### config.mk
export PLATFORM = sky130hd
export DESIGN_NAME = loc_irq_timer
export DESIGN_NICKNAME = d
export VERILOG_FILES = /design/src/rtl/loc_irq_timer_pkg.sv /design/src/rtl/loc_irq_timer_dp.sv /design/src/rtl/loc_irq_timer_ctrl.sv /design/src/rtl/loc_irq_timer.sv
export SDC_FILE = /design/constraint.sdc
export NUM_CORES = 1
export LEC_CHECK = 0
export ABC_CLOCK_PERIOD_IN_PS = 7700
export BUFFER_PORTS_ARGS = -buffer_cell sky130_fd_sc_hd__buf_2
export CAP_MARGIN = 20
export CORE_MARGIN = 5
export CORE_UTILIZATION = 25
export CTS_BUF_LIST = sky130_fd_sc_hd__clkbuf_2 sky130_fd_sc_hd__clkbuf_4 sky130_fd_sc_hd__clkbuf_8
export DETAILED_ROUTE_END_ITERATION = 6
export GPL_TIMING_DRIVEN = 0
export HOLD_SLACK_MARGIN = 0.02
export PLACE_DENSITY = 0.51
export SLEW_MARGIN = 10
export SYNTH_ARGS = -nofsm -noshare
export SYNTH_HDL_FRONTEND = slang
export SYNTH_HIERARCHICAL = 1
export SYNTH_SLANG_ARGS = --single-unit
### constraint.sdc
create_clock -name clk -period 7.7 [get_ports clk]
set_clock_uncertainty 0.2 [all_clocks]
set_input_delay 1.155 -clock clk [delete_from_list [all_inputs] [get_ports clk]]
set_output_delay 1.155 -clock clk [all_outputs]
set_load 0.02 [all_outputs]
### src/rtl/loc_irq_timer_pkg.sv
package loc_irq_timer_pkg;

  // Strobes and levels handed from control to datapath
  typedef struct packed {
    logic start;     // load a new start value and restart
    logic periodic;  // reload at expiry
  } tmrCmd_t;

  // Shift amount of the divisor: {b3,b1,b0} + 1, wrapping modulo 8
  function automatic logic [2:0] divShift(input logic [3:0] code);
    return {code[3], code[1], code[0]} + 3'd1;
  endfunction

endpackage

### src/rtl/loc_irq_timer_dp.sv
module loc_irq_timer_dp
  import loc_irq_timer_pkg::*;
#(
  parameter int CNT_W = 32
) (
  input  logic             clk,
  input  logic             rstN,
  input  tmrCmd_t          cmd,
  input  logic [CNT_W-1:0] loadVal,
  input  logic [3:0]       divCode,
  output logic             expire,
  output logic [CNT_W-1:0] curCount
);

  localparam logic [CNT_W-1:0] ONE = CNT_W'(1);

  logic [CNT_W-1:0] cnt;
  logic [CNT_W-1:0] pre;
  logic [2:0]       divSh;
  logic             running;
  logic [CNT_W-1:0] divM1;
  logic             tickEnd;

  assign divM1   = (ONE << divSh) - ONE;
  assign tickEnd = (pre == divM1);
  assign expire  = running && tickEnd && (cnt == ONE);

  // Remaining cycles = cnt*div - pre, reported as whole divided ticks
  assign curCount = (pre == '0) ? cnt : cnt - ONE;

  always_ff @(posedge clk) begin
    if (!rstN) begin
      cnt     <= '0;
      pre     <= '0;
      divSh   <= 3'd1;
      running <= 1'b0;
    end else if (cmd.start) begin
      cnt     <= loadVal;
      pre     <= '0;
      divSh   <= divShift(divCode);
      running <= (loadVal != '0);
    end else if (running) begin
      if (tickEnd) begin
        pre <= '0;
        if (cnt == ONE) begin
          if (cmd.periodic) begin
            cnt   <= loadVal;
            divSh <= divShift(divCode);
          end else begin
            cnt     <= '0;
            running <= 1'b0;
          end
        end else begin
          cnt <= cnt - ONE;
        end
      end else begin
        pre <= pre + ONE;
      end
    end
  end

  // a restart shows the loaded value on the next cycle
  a_r2_start_load: assert property (@(posedge clk) disable iff (!rstN)
    cmd.start |=> curCount == $past(loadVal));

  // a one-shot expiry leaves the count at zero
  a_r5_oneshot_zero: assert property (@(posedge clk) disable iff (!rstN)
    (expire && !cmd.periodic && !cmd.start) |=> curCount == '0);

  // between restarts and reloads the count never rises
  a_r4_count_falls: assert property (@(posedge clk) disable iff (!rstN)
    (!cmd.start && !expire) |=> curCount <= $past(curCount));

endmodule

### src/rtl/loc_irq_timer_ctrl.sv
module loc_irq_timer_ctrl
  import loc_irq_timer_pkg::*;
#(
  parameter int CNT_W  = 32,
  parameter int PEND_W = 8,
  parameter int VEC_W  = 8
) (
  input  logic              clk,
  input  logic              rstN,
  input  logic              wrInit,
  input  logic [CNT_W-1:0]  initData,
  input  logic              wrDiv,
  input  logic [3:0]        divData,
  input  logic              wrEntry,
  input  logic              entryMaskIn,
  input  logic              entryPeriodicIn,
  input  logic [VEC_W-1:0]  entryVectorIn,
  input  logic              wrEnable,
  input  logic              enableIn,
  input  logic              irqTaken,
  input  logic              expire,
  output tmrCmd_t           cmd,
  output logic [CNT_W-1:0]  loadVal,
  output logic [3:0]        divCode,
  output logic [PEND_W-1:0] pendCount,
  output logic              irqValid,
  output logic [VEC_W-1:0]  irqVector,
  output logic              entryMask,
  output logic              entryPeriodic
);

  localparam logic [PEND_W-1:0] PEND_MAX = {PEND_W{1'b1}};

  logic [CNT_W-1:0]  initReg;
  logic [3:0]        divReg;
  logic              maskReg;
  logic              perReg;
  logic [VEC_W-1:0]  vecReg;
  logic              softEn;
  logic [PEND_W-1:0] pend;
  logic              disWr;
  logic              accept;

  assign disWr   = wrEnable && !enableIn;
  assign accept  = irqValid && irqTaken;

  assign cmd.start    = wrInit;
  assign cmd.periodic = perReg;
  assign loadVal      = wrInit ? initData : initReg;
  assign divCode      = divReg;

  assign irqValid      = softEn && !maskReg && (pend != '0);
  assign irqVector     = vecReg;
  assign pendCount     = pend;
  assign entryMask     = maskReg;
  assign entryPeriodic = perReg;

  // Configuration registers
  always_ff @(posedge clk) begin
    if (!rstN) begin
      initReg <= '0;
      divReg  <= '0;
      maskReg <= 1'b1;
      perReg  <= 1'b0;
      vecReg  <= '0;
      softEn  <= 1'b0;
    end else begin
      if (wrInit) initReg <= initData;
      if (wrDiv)  divReg  <= divData;
      if (wrEntry) begin
        maskReg <= entryMaskIn || !softEn;
        perReg  <= entryPeriodicIn;
        vecReg  <= entryVectorIn;
      end
      if (wrEnable) softEn <= enableIn;
      if (disWr)    maskReg <= 1'b1;
    end
  end

  // Pending-expiry counter, saturating
  always_ff @(posedge clk) begin
    if (!rstN) begin
      pend <= '0;
    end else if (wrInit || disWr) begin
      pend <= '0;
    end else begin
      unique case ({expire, accept})
        2'b10:   if (pend != PEND_MAX) pend <= pend + 1'b1;
        2'b01:   pend <= pend - 1'b1;
        default: pend <= pend;
      endcase
    end
  end

  // no expiry ever comes from a zero start value
  a_r3_zero_quiet: assert property (@(posedge clk) disable iff (!rstN)
    expire |-> initReg != '0);

  // pending count holds at its ceiling
  a_r6_pend_sat: assert property (@(posedge clk) disable iff (!rstN)
    (pend == PEND_MAX && expire && !wrInit && !disWr) |=> pend == PEND_MAX);

  // an accepted offer removes exactly one pending expiry
  a_r8_accept_dec: assert property (@(posedge clk) disable iff (!rstN)
    (accept && !expire && !wrInit && !disWr) |=> pend == $past(pend) - 1'b1);

  // disabling masks the entry and drops everything pending
  a_r9_disable_masks: assert property (@(posedge clk) disable iff (!rstN)
    disWr |=> (maskReg && pend == '0 && !irqValid));

endmodule

### src/rtl/loc_irq_timer.sv
module loc_irq_timer
  import loc_irq_timer_pkg::*;
#(
  parameter int CNT_W  = 32,
  parameter int PEND_W = 8,
  parameter int VEC_W  = 8
) (
  input  logic              clk,
  input  logic              rstN,
  input  logic              wrInit,
  input  logic [CNT_W-1:0]  initData,
  input  logic              wrDiv,
  input  logic [3:0]        divData,
  input  logic              wrEntry,
  input  logic              entryMaskIn,
  input  logic              entryPeriodicIn,
  input  logic [VEC_W-1:0]  entryVectorIn,
  input  logic              wrEnable,
  input  logic              enableIn,
  input  logic              irqTaken,
  output logic [CNT_W-1:0]  curCount,
  output logic [PEND_W-1:0] pendCount,
  output logic              irqValid,
  output logic [VEC_W-1:0]  irqVector,
  output logic              entryMask,
  output logic              entryPeriodic
);

  tmrCmd_t          cmd;
  logic [CNT_W-1:0] loadVal;
  logic [3:0]       divCode;
  logic             expire;

  loc_irq_timer_ctrl #(.CNT_W(CNT_W), .PEND_W(PEND_W), .VEC_W(VEC_W)) u_ctrl (
    .clk(clk), .rstN(rstN),
    .wrInit(wrInit), .initData(initData),
    .wrDiv(wrDiv), .divData(divData),
    .wrEntry(wrEntry), .entryMaskIn(entryMaskIn),
    .entryPeriodicIn(entryPeriodicIn), .entryVectorIn(entryVectorIn),
    .wrEnable(wrEnable), .enableIn(enableIn),
    .irqTaken(irqTaken), .expire(expire),
    .cmd(cmd), .loadVal(loadVal), .divCode(divCode),
    .pendCount(pendCount), .irqValid(irqValid), .irqVector(irqVector),
    .entryMask(entryMask), .entryPeriodic(entryPeriodic)
  );

  loc_irq_timer_dp #(.CNT_W(CNT_W)) u_dp (
    .clk(clk), .rstN(rstN),
    .cmd(cmd), .loadVal(loadVal), .divCode(divCode),
    .expire(expire), .curCount(curCount)
  );

endmodule

==> impl_metrics.py, run 1 <==
metrics = {
    "status": {
        "status": "completed",
    },
    "cts": {
        "clk_latency_ps": 440,
        "clock_sinks": 122,
        "ctsHtreeMaxLevel": 4,
        "cts_buffers": 17,
        "clockBufferDepth": 2,
        "cts_resized": 0,
        "ctsHoldBuffers": 0,
        "cts_tree": "done",
        "postCtsSetupBuffers": 0,
        "ctsRootBufferMaster": "clkbuf_8",
        "clk_pin_slew_ps": 80,
    },
    "power": {
        "switchingPower_uw": 520,
        "p_seq_share_pct": 41.7,
        "p_per_area_mw_per_mm2": 195,
        "p_total_uw": 1620,
        "p_comb_share_pct": 19.9,
        "p_int_uw": 1100,
        "swShare_pct": 32.0,
        "p_leak_uw": 0.00336,
        "clkPwrFrac_pct": 38.5,
        "peakVddDrop_mv": 0.0833,
    },
    "placed_design": {
        "dpl_cell_area_mm2": 0.00791,
        "place_congestion": 0.853,
        "hpwl_um": 16600,
        "io_buffers": 101,
    },
    "floorplanning": {
        "die_area_mm2": 0.0311,
        "start_util_pct": 25.1,
        "io_pins": 105,
        "rows": 61,
        "die_h_um": 176,
        "die_w_um": 176,
        "coreArea_mm2": 0.0276,
    },
    "global_routing": {
        "gr-total-overflow": 0,
        "antenna_found_initial": 0,
        "grt_busiest_layer": "met2",
        "met1_usage_pct": 19.2,
        "grt_start_max_net_pins": 17,
        "grt_pass1_wl_um": 34400,
        "grt_pass1_vias": 6052,
        "gr-usage-met3_pct": 2.91,
        "grtUsageMet2_pct": 22.2,
        "grtUsageTotal_pct": 14.1,
    },
    "worst_setup_path": {
        "worst-path-max-fanout": 10,
        "slowest_stage": "clkbuf_1",
        "critical_path_class": "reg -> out",
        "path_cells": "nor4_1, nand4_1, nor2_1, and4_1, clkbuf_1, clkbuf_1, nor2_1, xor2_1, buf_2",
        "arrival_ps": 3660,
        "slowest_delay_ps": 630,
        "cp.buffers_inverters": 3,
        "worst_setup_path_end_kind": "output port",
        "worst_ep_required_time_ps": 6340,
        "startpoint_type": "register",
        "critical-path-top-delay-family": "buffers and inverters",
        "r2r_setup_slack_ps": 2790,
    },
    "synthesis": {
        "netlist_area_mm2": 0.00693,
        "synth_warnings": 6,
        "syn_inst": 817,
        "syn-num-nets": 884,
        "syn_area_per_cell_um2": 8.48,
    },
    "sta": {
        "tns_ps": 0,
        "finalSetupViolations": 0,
        "tightestPinTransition_ps": 878,
        "finalHoldViolations": 0,
        "fin_crit_ps": 5010,
        "period_share_pct": 65.1,
        "fmax_mhz": 199,
        "slew_violations": 0,
        "grt_setup_unrepaired": "no",
        "relSlewSlack_pct": 41.2,
    },
    "routing": {
        "postRouteWirelength_um": 22200,
        "drtIter0Drc": 486,
        "drtPass1Iterations": 5,
        "drc": 0,
        "viasPerCell": 4.79,
        "ant_nets": 0,
        "num_vias": 6367,
        "wl_per_cell_um": 16.7,
    },
    "min_path": {
        "hold_class": "reg -> reg",
    },
    "finish": {
        "final_cell_area_mm2": 0.00833,
        "nets": 1005,
        "drive_gt1_share_pct": 21.2,
        "syn_to_final_growth_pct": 20.3,
        "fin_util_pct": 30.2,
        "diodes": 0,
    },
    "job": {
        "drv_cap": 0,
    },
}
## cells in the final DEF (no fill, tap or decap), types with 5 or more instances in the layout
cell type	count
a211oi_1	5
a21oi_1	37
a221o_1	5
a22o_1	5
and2_1	34
and3_1	9
and4_1	7
buf_2	112
clkbuf_1	30
clkbuf_8	17
dfxtp_1	122
ha_1	12
inv_1	20
mux2_2	31
mux2i_1	13
nand2_1	63
nand2b_1	7
nand3_1	24
nand4_1	20
nor2_1	85
nor2b_1	17
nor3_1	32
nor4_1	20
o21ai_0	28
or3_1	7
or4_1	6
xnor2_1	34
xor2_1	41
## power by group through the flow
stage	sequential (µW)	combinational, µW	clock, µW
2_1_floorplan	690	214	0
3_3_place_gp	690	319	0
3_5_place_dp	691	319	0
4_1_cts	676	321	644
5_1_grt	680	351	671
6_report	677	322	624
## metrics by stage
step,hold slack (ps),cells,setup slack (ps)
floorplan,243,817,3540
global placement,270,1296,2860
detailed placement,269,1296,2790
CTS,295,1328,2610
global route,305,1329,2340
finish,280,1329,2690
## state kept, by name, summed over array words and instances (netlist names)
register / cells
u_ctrl/divCode: 3
u_ctrl/entryMask: 1
u_ctrl/entryPeriodic: 1
u_ctrl/initReg: 32
u_ctrl/irqVector: 8
u_ctrl/pendCount: 8
u_ctrl/softEn: 1
u_dp/cnt: 32
u_dp/divSh: 3
u_dp/pre: 32
u_dp/running: 1
## worst register-to-register path: cells and delay by family (launching register included)
kind	cells	cell delay, ps
AO/OA/AOI/OAI	4	740
adder cells (fa/ha/maj)	2	610
buffers and inverters	2	250
flip-flops	1	300
multiplexers	1	300
AND/OR/NAND/NOR	7	2390
## area by class of cell
class	instances	area, µm²
fillers	3010	19200
multi-input cells	628	4210
flip-flops and latches	122	2440
repair buffers	102	510
well taps	378	473
clock buffers	17	234
plain buffers	46	200
clock inverters	15	189
inverters	21	78.8
## routing by layer
layer | vias to the layer above | wire [µm] | part of all wire [%]
li1 | 3147 | - | -
met1 | 3004 | 10300 | 46
met2 | 189 | 10200 | 46
met3 | 27 | 1240 | 5.6
met4 | 0 | 441 | 2.0
met5 | - | 0 | 0
## final timing paths
kind | startpoint | to | depth (start not counted)
max | u_dp/pre[30] | curCount[18] | 9
max reg2reg | u_dp/divSh[2] | u_ctrl/pendCount[6] | 16
min reg2reg | u_ctrl/divCode[0] | u_dp/divSh[0] | 1
min | u_ctrl/divCode[0] | u_dp/divSh[0] | 1
No activity file was read; power rests on OpenSTA's default activity.
==> run 2: changes to the inputs <==
Settings changed: ABC_CLOCK_PERIOD_IN_PS 7700 to 4600, PLACE_DENSITY 0.51 to 0.53.
Clock period 7.7 ns to 4.6 ns, I/O delays scaled along.
==> run 2 against run 1 <==
Against the previous run: global-route usage is 0.19 points lower; combinational power is 68% higher; design area is 0.15% higher; sequential share of layout area hardly changed; setup slack worse by 2500 ps; final cell count hardly changed; sequential power is 67% higher; routed wire length is 0.15% higher; via count is 1.1% higher; critical endpoint is now curCount[31]; largest cell class unchanged; highest routed layer unchanged.
==> impl_metrics.py, run 2 (synthesis results as in run 1) <==
metrics = {
    "placed_design": {
        "io_buffers": 101,
        "dp.cells": 1296,
        "post-place-ws_ps": -260,
        "hpwl_um": 16600,
        "place_congestion": 0.880,
    },
    "sta": {
        "fin_crit_ps": 4450,
        "finalSetupViolations": 0,
        "slew_violations": 0,
        "tightestPinTransition_ps": 1090,
        "fmax_mhz": 225,
        "period_share_pct": 96.7,
        "relSlewSlack_pct": 27.0,
        "tns_ps": 0,
        "finalHoldViolations": 0,
        "grt_setup_unrepaired": "no",
        "final.setup.worst_slack_ps": 150,
    },
    "power": {
        "p_per_area_mw_per_mm2": 320,
        "p_total_uw": 2670,
        "peakVddDrop_mv": 0.127,
        "p_leak_uw": 0.00336,
    },
    "min_path": {
        "hold_class": "reg -> reg",
    },
    "finish": {
        "syn_to_final_growth_pct": 20.5,
        "diodes": 0,
        "nets": 1006,
        "reg_top3": "u_ctrl/initReg (32), u_dp/cnt (32), u_dp/pre (32)",
        "final_common_cell": "dfxtp_1",
        "final_cell_mix": "122 x dfxtp_1, 111 x buf_2, 84 x nor2_1",
        "drive_gt1_share_pct": 21.8,
        "finalNonFillerCells": 1330,
    },
    "cts": {
        "clk_latency_ps": 440,
        "cts_tree": "done",
        "ctsHtreeMaxLevel": 4,
        "clockBufferDepth": 2,
        "clock_sinks": 122,
        "ctsRootBufferMaster": "clkbuf_8",
        "ctsHoldBuffers": 0,
        "cts_buffers": 17,
        "clk_pin_slew_ps": 80,
    },
    "routing": {
        "wl_per_cell_um": 16.7,
        "drtPass1Iterations": 5,
        "drtIter0Drc": 435,
        "viasPerCell": 4.84,
        "num_vias": 6437,
        "postRouteWirelength_um": 22200,
        "drc": 0,
        "ant_nets": 0,
    },
    "job": {
        "drv_cap": 0,
    },
    "worst_setup_path": {
        "slowest_stage": "nor3_2",
        "worst_ep_required_time_ps": 3710,
        "cp.buffers_inverters": 1,
        "path_cells": "or4_1, nor3_2, nand3_1, nor3_1, nand2_1, xnor2_1, buf_2",
        "critical-path-top-delay-family": "simple AND/OR/NAND/NOR gates",
        "slowest_delay_ps": 640,
        "arrival_ps": 3560,
        "critical_path_class": "reg -> out",
        "startpoint_type": "register",
        "worst-path-max-fanout": 10,
        "worst_setup_path_end_kind": "output port",
    },
    "global_routing": {
        "grt_pass1_wl_um": 34000,
        "gr-total-overflow": 0,
        "antenna_found_initial": 0,
        "grt_pass1_vias": 5921,
        "grt_start_max_net_pins": 17,
        "grtUsageTotal_pct": 13.9,
    },
    "status": {
        "status": "completed",
    },
    "floorplanning": {
        "die_w_um": 176,
        "die_area_mm2": 0.0311,
        "rows": 61,
        "start_util_pct": 25.1,
        "coreArea_mm2": 0.0276,
        "io_pins": 105,
        "die_h_um": 176,
    },
}
run 2: cell count changes in the layout (fill, tap and decap cells not counted), moves of 2 or more:
cell | previous run | this run
clkbuf_8 | 17 | 19
buf_4 | 4 | 6
inv_6 | 3 | 5
inv_8 | 2 | 0
run 2: layout make-up:
cell class              instances  area (µm²)
clock inverters                12         138
repair buffers                103         520
fillers                      3020       19200
plain buffers                  46         201
inverters                      21        78.8
multi-input cells             628        4220
flip-flops and latches        122        2440
well taps                     378         473
clock buffers                  20         269
run 2: per-stage QoR:
| stage | hold WS (ps) | instance area [µm²] | util, % |
|---|---|---|---|
| 3_3_place_gp | 269 | 7910 | 28.7 |
| 4_1_cts | 260 | 8330 | 30.2 |
| 6_report | 281 | 8350 | 30.3 |
| 2_1_floorplan | 243 | 6930 | - |
| 3_5_place_dp | 267 | 7910 | 28.7 |
| 5_1_grt | 264 | 8350 | 30.3 |
run 2: path summary, 6_finish.rpt:
check / start / endpoint / slack (ps) / depth (start not counted)
setup / recovery: u_dp/cnt[9] / curCount[31] / 150 / 7
hold / removal: u_ctrl/divCode[0] / u_dp/divSh[0] / 280 / 1
setup reg to reg: u_dp/divSh[2] / u_ctrl/pendCount[6] / 260 / 17
hold reg to reg: u_ctrl/divCode[0] / u_dp/divSh[0] / 280 / 1
run 2: where the power goes:
group	internal [µW]	total (µW)	switching, µW
Clock	524	995	471
Combinational	202	542	339
Sequential	1100	1130	33.8
run 2: layer usage:
metal	part of all wire [%]	vias up	GRT usage [%]
met5	0	-	0
met4	1.8	0	4.51
met3	5.8	24	2.51
met2	46	194	21.8
met1	46	3055	19.4
li1	-	3164	-
run 2: repair_timing:
action                                  in CTS  in global routing
resized for setup                            2                  6
endpoints found under the setup margin       4                 10
buffers inserted                             2                  0
endpoints found under the hold margin        0                  0
